==> src/rtl/sar_pkg.sv <==
package sar_pkg;

    typedef enum logic [1:0] {
        K_LSB,
        K_MSB,
        K_I2S,
        K_RSV
    } kind_t;

    typedef enum logic [1:0] {
        ST_OFF,
        ST_HUNT,
        ST_RUN,
        ST_BAD
    } st_t;

endpackage

==> src/rtl/sar_fmt_decode.sv <==
module sar_fmt_decode
    import sar_pkg::*;
(
    input  logic [2:0] fmt,
    output kind_t      kind,
    output logic [4:0] wl,
    output logic [5:0] minh
);

    always_comb begin
        unique case (fmt)
            3'd0: begin kind = K_LSB; wl = 5'd16; minh = 6'd16; end
            3'd1: begin kind = K_LSB; wl = 5'd20; minh = 6'd20; end
            3'd2: begin kind = K_MSB; wl = 5'd24; minh = 6'd24; end
            3'd3: begin kind = K_I2S; wl = 5'd24; minh = 6'd16; end
            3'd4: begin kind = K_LSB; wl = 5'd24; minh = 6'd24; end
            default: begin kind = K_RSV; wl = 5'd24; minh = 6'd32; end
        endcase
    end

endmodule

==> src/rtl/sar_ctrl.sv <==
module sar_ctrl
    import sar_pkg::*;
#(
    parameter int CW = 7
) (
    input  logic          clk,
    input  logic          rst_n,
    input  logic          pdn,
    input  logic          bclk,
    input  logic          ws,
    input  kind_t         kind,
    input  logic [5:0]    minh,
    output logic          rise_o,
    output logic          edge_o,
    output logic [CW-1:0] cnt_o,
    output logic          cap_left_o,
    output logic          cap_pair_o,
    output logic          valid_o,
    output logic          bad_o,
    output st_t           st_o
);

    st_t           st_q, st_d;
    logic          bclk_q, ws_last, eff_last, left_ok;
    logic [CW-1:0] cnt_q;
    logic          eff_now, short_half;

    assign rise_o     = bclk & ~bclk_q;
    // I2S data lags word-select by one bit: use the delayed, inverted select
    assign eff_now    = (kind == K_I2S) ? ~ws_last : ws;
    assign edge_o     = rise_o && (eff_now != eff_last);
    assign short_half = cnt_q < CW'(minh);
    assign cnt_o      = cnt_q;
    assign st_o       = st_q;

    always_ff @(posedge clk or negedge rst_n) begin
        if (!rst_n) st_q <= ST_OFF;
        else        st_q <= st_d;
    end

    always_comb begin
        st_d       = st_q;
        cap_left_o = 1'b0;
        cap_pair_o = 1'b0;
        unique case (st_q)
            ST_OFF:  if (!pdn) st_d = (kind == K_RSV) ? ST_BAD : ST_HUNT;
            ST_HUNT: if (edge_o && cnt_q >= CW'(2)) st_d = ST_RUN;
            ST_RUN: begin
                if (edge_o && !short_half) begin
                    if (eff_last)     cap_left_o = 1'b1;
                    else if (left_ok) cap_pair_o = 1'b1;
                end
            end
            ST_BAD:  st_d = ST_BAD;
        endcase
        if (pdn) begin
            st_d       = ST_OFF;
            cap_left_o = 1'b0;
            cap_pair_o = 1'b0;
        end
    end

    always_ff @(posedge clk or negedge rst_n) begin
        if (!rst_n) begin
            bclk_q   <= 1'b0;
            ws_last  <= 1'b0;
            eff_last <= 1'b0;
            cnt_q    <= '0;
            left_ok  <= 1'b0;
            valid_o  <= 1'b0;
            bad_o    <= 1'b0;
        end else if (pdn) begin
            bclk_q   <= bclk;
            ws_last  <= 1'b0;
            eff_last <= 1'b0;
            cnt_q    <= '0;
            left_ok  <= 1'b0;
            valid_o  <= 1'b0;
            bad_o    <= 1'b0;
        end else begin
            bclk_q  <= bclk;
            valid_o <= cap_pair_o;
            if (st_q == ST_BAD) bad_o <= 1'b1;
            if (rise_o) begin
                ws_last  <= ws;
                eff_last <= eff_now;
                if (edge_o)          cnt_q <= CW'(1);
                else if (cnt_q != '1) cnt_q <= cnt_q + CW'(1);
            end
            if (st_q == ST_RUN && edge_o) begin
                if (short_half) begin
                    bad_o   <= 1'b1;
                    left_ok <= 1'b0;
                end else begin
                    left_ok <= eff_last;
                end
            end
        end
    end


    valid_pulse_chk: assert property (@(posedge clk) disable iff (!rst_n)
        valid_o |=> !valid_o);


    rsv_quiet_chk: assert property (@(posedge clk) disable iff (!rst_n)
        (st_q == ST_BAD) |-> !valid_o);


    bad_sticky_chk: assert property (@(posedge clk) disable iff (!rst_n)
        (bad_o && !pdn) |=> bad_o);


    pdn_clear_chk: assert property (@(posedge clk) disable iff (!rst_n)
        pdn |=> (!valid_o && !bad_o));

endmodule

==> src/rtl/sar_lane.sv <==
module sar_lane
    import sar_pkg::*;
#(
    parameter int SW = 24,
    parameter int CW = 7
) (
    input  logic          clk,
    input  logic          rst_n,
    input  logic          clr,
    input  logic          rise,
    input  logic          edge_i,
    input  logic          sd,
    input  kind_t         kind,
    input  logic [4:0]    wl,
    input  logic [CW-1:0] cnt,
    input  logic          cap_left,
    input  logic          cap_pair,
    output logic [SW-1:0] left_o,
    output logic [SW-1:0] right_o
);

    logic [SW-1:0] sr, acc, held, word;
    logic [4:0]    sh;
    logic [5:0]    n;

    always_comb begin
        sh = 5'(SW) - wl;
        n  = (cnt >= CW'(SW)) ? 6'(SW) : 6'(cnt);
        if (kind == K_LSB) word = SW'($signed(sr << sh) >>> sh);
        else               word = acc << (6'(SW) - n);
    end

    always_ff @(posedge clk or negedge rst_n) begin
        if (!rst_n) begin
            sr      <= '0;
            acc     <= '0;
            held    <= '0;
            left_o  <= '0;
            right_o <= '0;
        end else if (clr) begin
            sr      <= '0;
            acc     <= '0;
            held    <= '0;
            left_o  <= '0;
            right_o <= '0;
        end else begin
            if (rise) begin
                sr <= {sr[SW-2:0], sd};
                if (edge_i)                acc <= {{(SW-1){1'b0}}, sd};
                else if (cnt < CW'(SW))    acc <= {acc[SW-2:0], sd};
            end
            if (cap_left) held <= word;
            if (cap_pair) begin
                left_o  <= held;
                right_o <= word;
            end
        end
    end


    lane_hold_chk: assert property (@(posedge clk) disable iff (!rst_n)
        (!cap_pair && !clr) |=> ($stable(left_o) && $stable(right_o)));

endmodule

==> src/rtl/sar_rx.sv <==
module sar_rx
    import sar_pkg::*;
#(
    parameter int LANES = 3,
    parameter int SW    = 24,
    parameter int CW    = 7
) (
    input  logic                  clk,
    input  logic                  rst_n,
    input  logic                  pdn,
    input  logic [2:0]            fmt,
    input  logic                  bclk,
    input  logic                  ws,
    input  logic [LANES-1:0]      sdata,
    output logic [LANES*SW-1:0]   left_o,
    output logic [LANES*SW-1:0]   right_o,
    output logic                  valid_o,
    output logic                  bad_o
);

    logic [2:0]    fmt_q;
    kind_t         kind;
    logic [4:0]    wl;
    logic [5:0]    minh;
    logic          rise, edge_s, cap_left, cap_pair;
    logic [CW-1:0] cnt;
    st_t           st;

    always_ff @(posedge clk or negedge rst_n) begin
        if (!rst_n)   fmt_q <= 3'd0;
        else if (pdn) fmt_q <= fmt;
    end

    sar_fmt_decode u_dec (
        .fmt  (fmt_q),
        .kind (kind),
        .wl   (wl),
        .minh (minh)
    );

    sar_ctrl #(.CW(CW)) u_ctrl (
        .clk        (clk),
        .rst_n      (rst_n),
        .pdn        (pdn),
        .bclk       (bclk),
        .ws         (ws),
        .kind       (kind),
        .minh       (minh),
        .rise_o     (rise),
        .edge_o     (edge_s),
        .cnt_o      (cnt),
        .cap_left_o (cap_left),
        .cap_pair_o (cap_pair),
        .valid_o    (valid_o),
        .bad_o      (bad_o),
        .st_o       (st)
    );

    for (genvar i = 0; i < LANES; i++) begin : g_lane
        sar_lane #(.SW(SW), .CW(CW)) u_lane (
            .clk      (clk),
            .rst_n    (rst_n),
            .clr      (pdn),
            .rise     (rise),
            .edge_i   (edge_s),
            .sd       (sdata[i]),
            .kind     (kind),
            .wl       (wl),
            .cnt      (cnt),
            .cap_left (cap_left),
            .cap_pair (cap_pair),
            .left_o   (left_o[i*SW +: SW]),
            .right_o  (right_o[i*SW +: SW])
        );
    end


    fmt_hold_chk: assert property (@(posedge clk) disable iff (!rst_n)
        (!pdn && $past(!pdn)) |-> $stable(fmt_q));


    rsv_zero_chk: assert property (@(posedge clk) disable iff (!rst_n)
        (st == ST_BAD) |-> (left_o == '0 && right_o == '0));

endmodule

==> config.mk <==
export PLATFORM = sky130hd
export DESIGN_NAME = sar_rx
export DESIGN_NICKNAME = d
export VERILOG_FILES = /design/src/rtl/sar_pkg.sv /design/src/rtl/sar_fmt_decode.sv /design/src/rtl/sar_ctrl.sv /design/src/rtl/sar_lane.sv /design/src/rtl/sar_rx.sv
export SDC_FILE = /design/constraint.sdc
export NUM_CORES = 1
export LEC_CHECK = 0
export BUFFER_PORTS_ARGS = -buffer_cell sky130_fd_sc_hd__clkbuf_2
export CORE_MARGIN = 2
export CORE_UTILIZATION = 60
export DETAILED_ROUTE_END_ITERATION = 16
export MAX_ROUTING_LAYER = met4
export PLACE_DENSITY = 0.83
export SETUP_SLACK_MARGIN = 0.4
export SYNTH_ARGS = -nofsm -noshare
export SYNTH_HDL_FRONTEND = slang
export SYNTH_SLANG_ARGS = --single-unit
==> constraint.sdc <==
create_clock -name clk -period 4.4 [get_ports clk]
set_input_delay 0.88 -clock clk [delete_from_list [all_inputs] [get_ports clk]]
set_output_delay 0.88 -clock clk [all_outputs]
set_load 0.005 [all_outputs]
==> summary.md, run 1 <==
| Metric | Value |
|---|---|
| # DRC | `0` |
| Reg2reg end | `g_lane[2].u_lane.right_o[13]` |
| Area Growth Syn to Fin | `12.07%` |
| Startpoint types | `flip-flop` |
| Grt peak-use layer | `met2` |
| Register bit count reported by yosys | `378` |
| Sequential Power Share | `46.7%` |
| HPWL after DPL | `42090 um` |
| Wire per inst | `23.51 um` |
| Layout Utilization | `68.47%` |
| Worst R2R Setup Slack | `580 ps` |
| Final Critical Period | `3819 ps` |
| Period utilization | `86.79%` |
| 1st-pass router iterations | `7` |
| Unrepaired setup endpoints after global routing | `false` |
| DRT iter0 DRCs | `2360` |
| Buffer count from post-CTS setup fixing | `0` |
| Worst skew pair latency | `540 ps` |
| Gr usage total | `~38%` |
| Vias per cell | `around 6.7` |
| Max clock buf depth | `3` |
| Grt ovf | `0` |
| VDD IR-drop max | `0.3033 mV` |
| Prevailing post-synth register cell | `dfrtp_1` |
| Cell family with most CP delay | `simple AND/OR/NAND/NOR gates` |
| Clock Sinks | `378` |
| Finish-stage setup viols | `0` |
| Antenna violation net count after detailed routing | `0` |
| Pin count of the biggest net entering global routing | `115` |
| Max-cap viol count | `0` |
| Post-synth cell types | `69` |
| Fmax | `261.9 MHz` |
| FF-to-FF Start | `fmt_q[2]` |
| Most common cell after layout, fill and taps aside | `nand2_1` |
| Post-synthesis sequential area ratio | `48.82%` |
| Syn nets | `2145` |
| Met2 Usage GRT | `55.11%` |
| Synth async-reset ratio | `100.0%` |
| Yosys top cell area share | `48.82%` |
| Setup Total Neg Slack | `0 ps` |
| Worst-path maximum fanout | `21` |
| Cts bufs inserted | `39` |
| Slowest cell delay on critical path | `770 ps` |
| Syn avg cell area | `9.102 um2` |
| Nets@finish | `approximately 2.2k` |
| Internal power | `5.597 mW` |
| Largest area contributor in the netlist | `dfrtp_1` |
| Warnings from Yosys | `0` |
| Vias in the first global route | `between 15k and 20k` |
| Placement Rows | `65` |
| Layout cells sized above 1 | `16.54%` |
| Cells taking the most area after synthesis | `dfrtp_1 (49%), nand2_1 (10%), mux4_2 (7.2%)` |
| Buf+Inv Stages, Crit Path | `0` |
| CTS tree | `built` |
| WP data arrival | `between 4000 and 5000 ps` |
| Die ar. | `0.03375 mm2` |
| EDFF count, synth | `0` |
| Critical-path top delay cell | `dfrtp_1` |
| Switching Share | `about 26%` |
| First-pass GRT wire length | `95570 um` |
| Final Hold Violating Endpoints | `0` |
| Port Buffers | `156` |
| Commonest non-fill, non-tap cells in the layout | `nand2_1 (525), dfrtp_1 (378), a21oi_1 (239), clkbuf_2 (154), nand3_1 (152)` |
| P_sw | `about 1.9 mW` |
| Final Slew Violations | `0` |
| CP Cell Sequence | `nand3b_1 -> mux2i_1 -> xnor2_1 -> nor2_1 -> nand3_4 -> nor3_1 -> o2bb2ai_1` |
| DIE WIDTH | `183.7 um` |
| Die height | `~180 um` |
| Number of cells on the worst reg-to-reg path | `7` |
| Slew HR | `around 15%` |
| Io pins | `157` |
| Placer Congestion | `between 1 and 1.5` |
| Worst hold path type | `in2async` |
| Worst slew pin tran | `1270 ps` |
| Data required time at the worst endpoint | `4850 ps` |
| Lkg Pwr | `around 9.6 nW` |
| WL final | `around 62000 um` |
| Initial antenna violation count | `2` |
| Vias | `between 15k and 20k` |
| H-tree depth | `2` |
| Clock power frac | `43.8%` |
| Met1 usage | `53.22%` |
| Fillers | `2445` |
| Starting Density | `around three fifths` |
| Status | `finished, final reports clean` |
| Cells after synthesis | `between 2k and 2.5k` |
| Setup crit end kind | `flip-flop` |
| Setup Crit Path Kind | `reg2reg` |
| Global-route track usage on met3 | `8.558%` |
| Clk pin slew, worst setup/hold paths | `60 ps` |
| Setup Skew | `15.15 ps` |
| CTS Root Cell | `clkbuf_16` |
| CORE AREA | `between 0.03 and 0.04 mm2` |
| PwrDens | `346.8 mW/mm2` |
| Synthesized area | `about 0.019 mm2` |
| Gate power share | `under 10%` |
==> per-stage QoR <==
stage               setup WS [ps]  total power [mW]  area, um2  hold slack [ps]  std cells
global placement            655.9             4.271      20450            448.9       2548
floorplan                   484.6             4.009      19380            434.0       2129
global route                440.5             7.731      21720            492.7       2617
detailed placement          657.8             4.278      20450            455.4       2548
CTS                         631.4             7.528      21710            469.8       2615
finish                      581.4             7.532      21720            414.9       2617
==> metal layers <==
layer,routed length [um],up-vias,share of wire [%]
li1,-,7684,-
met5,0,-,0
met3,7233,156,12
met4,2113,0,3.4
met2,27710,1112,45
met1,24480,8649,40
==> cells in the mapped netlist, types with 13 or more instances <==
library cell    n
a211oi_1       25
a21oi_1       240
a22oi_1        18
a31o_2         13
a31oi_1        21
and3_1         14
buf_1          16
buf_2          30
clkbuf_1      134
dfrtp_1       378
mux2i_1        43
mux4_2         62
nand2_1       525
nand3_1       153
nor2_1        101
nor3_1         37
o211ai_1       21
o21ai_0        85
o21ai_1        14
o221ai_1       15
o22ai_1        37
==> power by group through the flow <==
stage | Sequential [mW] | Combinational (mW) | Clock [mW]
after floorplan | 3.56 | 0.444 | 0
after global placement | 3.58 | 0.695 | 0
after detailed placement | 3.58 | 0.701 | 0
after CTS | 3.51 | 0.703 | 3.31
after global routing | 3.51 | 0.770 | 3.45
final | 3.51 | 0.722 | 3.30
==> sequential cells by signal, indices dropped and copies added (netlist names) <==
| name | flops |
|---|---|
| u_ctrl.left_ok | 1 |
| g_lane.u_lane.held | 72 |
| g_lane.u_lane.left_o | 72 |
| u_ctrl.ws_last | 1 |
| u_ctrl.cnt_o | 7 |
| u_ctrl.st_o | 2 |
| g_lane.u_lane.acc | 72 |
| g_lane.u_lane.right_o | 72 |
| fmt_q | 3 |
| u_ctrl.bad_o | 1 |
| g_lane.u_lane.sr | 72 |
| u_ctrl.bclk_q | 1 |
| u_ctrl.eff_last | 1 |
| u_ctrl.valid_o | 1 |
==> cells by family after synthesis <==
logic type | count (synthesis) | share of synthesized area [%]
xor+xnor | 5 | 0.2260
fa+ha+maj | 5 | 0.3229
simple gates | 874 | 19.09
compound gates | 557 | 17.49
buf+inv | 201 | 4.371
mux | 109 | 9.679
flops | 378 | 48.82
==> final cells by class <==
cell class                      count  area, um2  area share [%]
Sequential cell                   378       9459           43.56
Clock inverter                      7      115.1          0.5300
Multi-Input combinational cell   1550       9143           42.10
Tap cell                          402      503.0           2.316
Antenna cell                        2      5.005         0.02305
Timing Repair Buffer              206       1297           5.975
Inverter                           12      50.05          0.2305
Clock buffer                       60       1145           5.272
==> what timing repair did <==
action	in CTS	in global routing
hold buffers	0	0
setup endpoints to repair	0	1
resized for setup	0	1
==> worst reg2reg max path, delay by kind of cell, from the launching register on <==
kind,cells,cell delay (ps)
and+or+nand+nor,4,2050
DFF,1,770
muxes,1,470
xor gates and xnor gates,1,260
AOI/OAI and AO/OA,1,200
==> worst max path at each step <==
stage | endpoint | from | cells after the start
floorplan | g_lane[2].u_lane.held[20] | u_ctrl.cnt_o[4] | 15
global placement | g_lane[2].u_lane.right_o[13] | fmt_q[2] | 7
detailed placement | g_lane[2].u_lane.right_o[13] | fmt_q[2] | 7
CTS | g_lane[2].u_lane.right_o[13] | fmt_q[2] | 7
global route | g_lane[2].u_lane.right_o[15] | fmt_q[2] | 7
finish | g_lane[2].u_lane.right_o[13] | fmt_q[2] | 7
Power figures use the tool's default switching activity.
==> run 2: changes to the inputs <==
Settings changed: RECOVER_POWER set to 100.
==> run 2 against run 1 <==
  * The run now ends with max-capacitance violations, max-slew violations left
  * Design area shrank 0.94%
  * Register-to-register slack lost 150 ps
  * Cell count is the same
  * Global-route usage is the same
  * Critical path type unchanged
  * Largest power group unchanged
==> summary.md, run 2 (synthesis gave the netlist of run 1 again) <==
| Metric | Value |
|---|---|
| Vias | `17.54k (-0.34%)` |
| HPWL after DPL | `42090 um (unchanged)` |
| P_sw | `1.933 mW (about the same)` |
| Placement Rows | `65 (unchanged)` |
| Failing checks | `max-capacitance violations, max-slew violations` |
| DIE WIDTH | `183.7 um (unchanged)` |
| Gr usage total | `37.81% (unchanged)` |
| Post-CTS Hold Buffers | `0 (unchanged)` |
| Antenna violation net count after detailed routing | `0 (unchanged)` |
| Cts bufs inserted | `39 (unchanged)` |
| Number of cells on the worst reg-to-reg path | `12 (+5)` |
| CORE AREA | `0.03172 mm2 (unchanged)` |
| Max clock buf depth | `3 (unchanged)` |
| Setup crit end kind | `flip-flop` |
| Final Critical Period | `3971 ps (+152.0 ps)` |
| Die height | `183.7 um (unchanged)` |
| Status | `finished, violations left` |
| Worst Setup Slack, final | `429.4 ps (-152.0 ps)` |
| Vias in the first global route | `16.37k (unchanged)` |
| Starting Density | `61.09% (unchanged)` |
| Clock Sinks | `378 (unchanged)` |
| Setup Crit Path Kind | `reg2reg` |
| VDD IR-drop max | `0.2978 mV (-1.8%)` |
| Commonest non-fill, non-tap cells in the layout | `nand2_1 (526), dfrtp_1 (378), a21oi_1 (239), nand3_1 (152), clkbuf_1 (112)` |
| Worst setup path start | `fmt_q[2]` |
| Setup Skew | `18.94 ps (+3.793 ps)` |
| Clock power frac | `43.8% (about the same)` |
| # DRC | `0 (unchanged)` |
| Final Hold Violating Endpoints | `0 (unchanged)` |
| Worst skew pair latency | `540 ps (about the same)` |
| PwrDens | `349.7 mW/mm2 (+0.83%)` |
| Clk pin slew, worst setup/hold paths | `60 ps (about the same)` |
| CTS Root Cell | `clkbuf_16` |
| Worst R2R Setup Slack | `430 ps (-150 ps)` |
| Fmax | `251.9 MHz (-3.8%)` |
| Worst-path maximum fanout | `60 (+190%)` |
| Worst hold path type | `reg2reg` |
| Reg2reg end | `g_lane[2].u_lane.right_o[23]` |
| Cell area after layout | `0.02151 mm2 (-0.94%)` |
| Area post-placement | `0.02045 mm2 (unchanged)` |
| Startpoint types | `flip-flop` |
| Layout cells sized above 1 | `11.79% (-4.7 points)` |
| Period utilization | `90.24% (+3.5 points)` |
| Wire per inst | `23.60 um (+0.36%)` |
| Most common cell after layout, fill and taps aside | `nand2_1` |
| Area Growth Syn to Fin | `11.02%` |
| Sequential Power Share | `46.7% (about the same)` |
| First-pass GRT wire length | `95570 um (unchanged)` |
| Lkg Pwr | `9.271 nW (-3.8%)` |
| Finish-stage setup viols | `0 (unchanged)` |
| Slew HR | `-107.9% (-120 points)` |
| Gate power share | `9.5% (about the same)` |
| Placer Congestion | `1.028 (unchanged)` |
| Grt ovf | `0 (unchanged)` |
| Critical Path End | `g_lane[2].u_lane.right_o[23]` |
| WP data arrival | `4380 ps (+110 ps)` |
| Internal power | `5.590 mW (-0.13%)` |
| Dpl cells | `2548 (unchanged)` |
| Worst slew pin tran | `3118 ps (+1848 ps)` |
| 1st-pass router iterations | `6 (-1)` |
| H-tree depth | `2 (unchanged)` |
| Pin count of the biggest net entering global routing | `115 (unchanged)` |
| Switching Share | `25.70% (about the same)` |
| Vias per cell | `6.703 (-0.34%)` |
| WL final | `61750 um (+0.36%)` |
| CTS tree | `built` |
| Data required time at the worst endpoint | `4810 ps (-40 ps)` |
| Unrepaired setup endpoints after global routing | `false` |
| Port Buffers | `156 (unchanged)` |
| Io pins | `157 (unchanged)` |
| Max-cap viol count | `3 (+3)` |
| Setup Total Neg Slack | `0 ps (unchanged)` |
| Worst slack at placement | `657.8 ps (unchanged)` |
| Final Slew Violations | `201 (+201)` |
| FF-to-FF Start | `fmt_q[2]` |
| Die ar. | `0.03375 mm2 (unchanged)` |
| Nets@finish | `2203 (unchanged)` |
| Layout Cells excl Fill | `2617 (unchanged)` |
| DRT iter0 DRCs | `2283 (-3.3%)` |
| Initial antenna violation count | `2 (unchanged)` |
## run 2: cell types whose count changed in the layout (fill, tap and decap cells not counted), moves of 8 or more
cell,previous run,this run
clkbuf_2,154,67
o21ai_1,15,7
buf_4,40,28
o21ai_0,84,92
clkbuf_1,12,112
## run 2: how the worst min path moves through the flow
stage,cells after the start,end,from
4_1_cts,1,g_lane[1].u_lane.left_o[1],rst_n
3_5_place_dp,2,g_lane[0].u_lane.acc[23],g_lane[0].u_lane.acc[23]
3_3_place_gp,2,g_lane[0].u_lane.acc[23],g_lane[0].u_lane.acc[23]
6_report,2,g_lane[0].u_lane.acc[23],g_lane[0].u_lane.acc[23]
2_1_floorplan,2,g_lane[0].u_lane.acc[23],g_lane[0].u_lane.acc[23]
5_1_grt,2,g_lane[0].u_lane.acc[23],g_lane[0].u_lane.acc[23]
## run 2: per-stage QoR
| stage | hold slack, ps | power (mW) | util, % |
|---|---|---|---|
| 4_1_cts | 469.8 | 7.528 | 68.45 |
| 5_1_grt | 492.7 | 7.722 | 67.82 |
| 3_3_place_gp | 448.9 | 4.271 | 64.48 |
| 6_report | 469.7 | 7.523 | 67.82 |
| 3_5_place_dp | 455.4 | 4.278 | 64.48 |
| 2_1_floorplan | 434.0 | 4.009 | - |
## run 2: final cells by class
class,count,area [um2]
inverter,12,50.05
sequential,378,9459
clock buffer,60,1145
clock inverter,7,115.1
tap,402,503.0
antenna,2,5.005
fill,2515,10210
timing repair buffer,206,1116
multi-input combinational,1550,9119
## run 2: power by group through the flow
stage / registers (mW) / logic [mW] / clock network (mW)
floorplan: 3.56 / 0.444 / 0
global placement: 3.58 / 0.695 / 0
detailed placement: 3.58 / 0.701 / 0
CTS: 3.51 / 0.703 / 3.31
global route: 3.51 / 0.761 / 3.45
finish: 3.51 / 0.714 / 3.29
## run 2: what timing repair did
action                                 CTS  global route
resized for setup                        0             1
setup buffers                            0             0
setup endpoints to repair                0             1
endpoints found under the hold margin    0             0
## run 2: routing by layer
layer	routed length, um	track usage [%]	vias up
li1	-	-	7685
met1	24720	53.22	8603
met2	27760	55.11	1106
met3	7256	8.558	148
met4	2025	11.90	0
met5	0	-	-
## run 2: worst max-delay path, cell delays in order, from the launching register on
cell and delay (ps):
dfrtp_1 760, o21ai_0 390, inv_1 130, ha_1 250
a21oi_1 140, nor2b_1 60, or4_1 600, and3b_1 260
and3_2 450, buf_12 310, nand2_1 120, inv_1 100
a211o_1 270
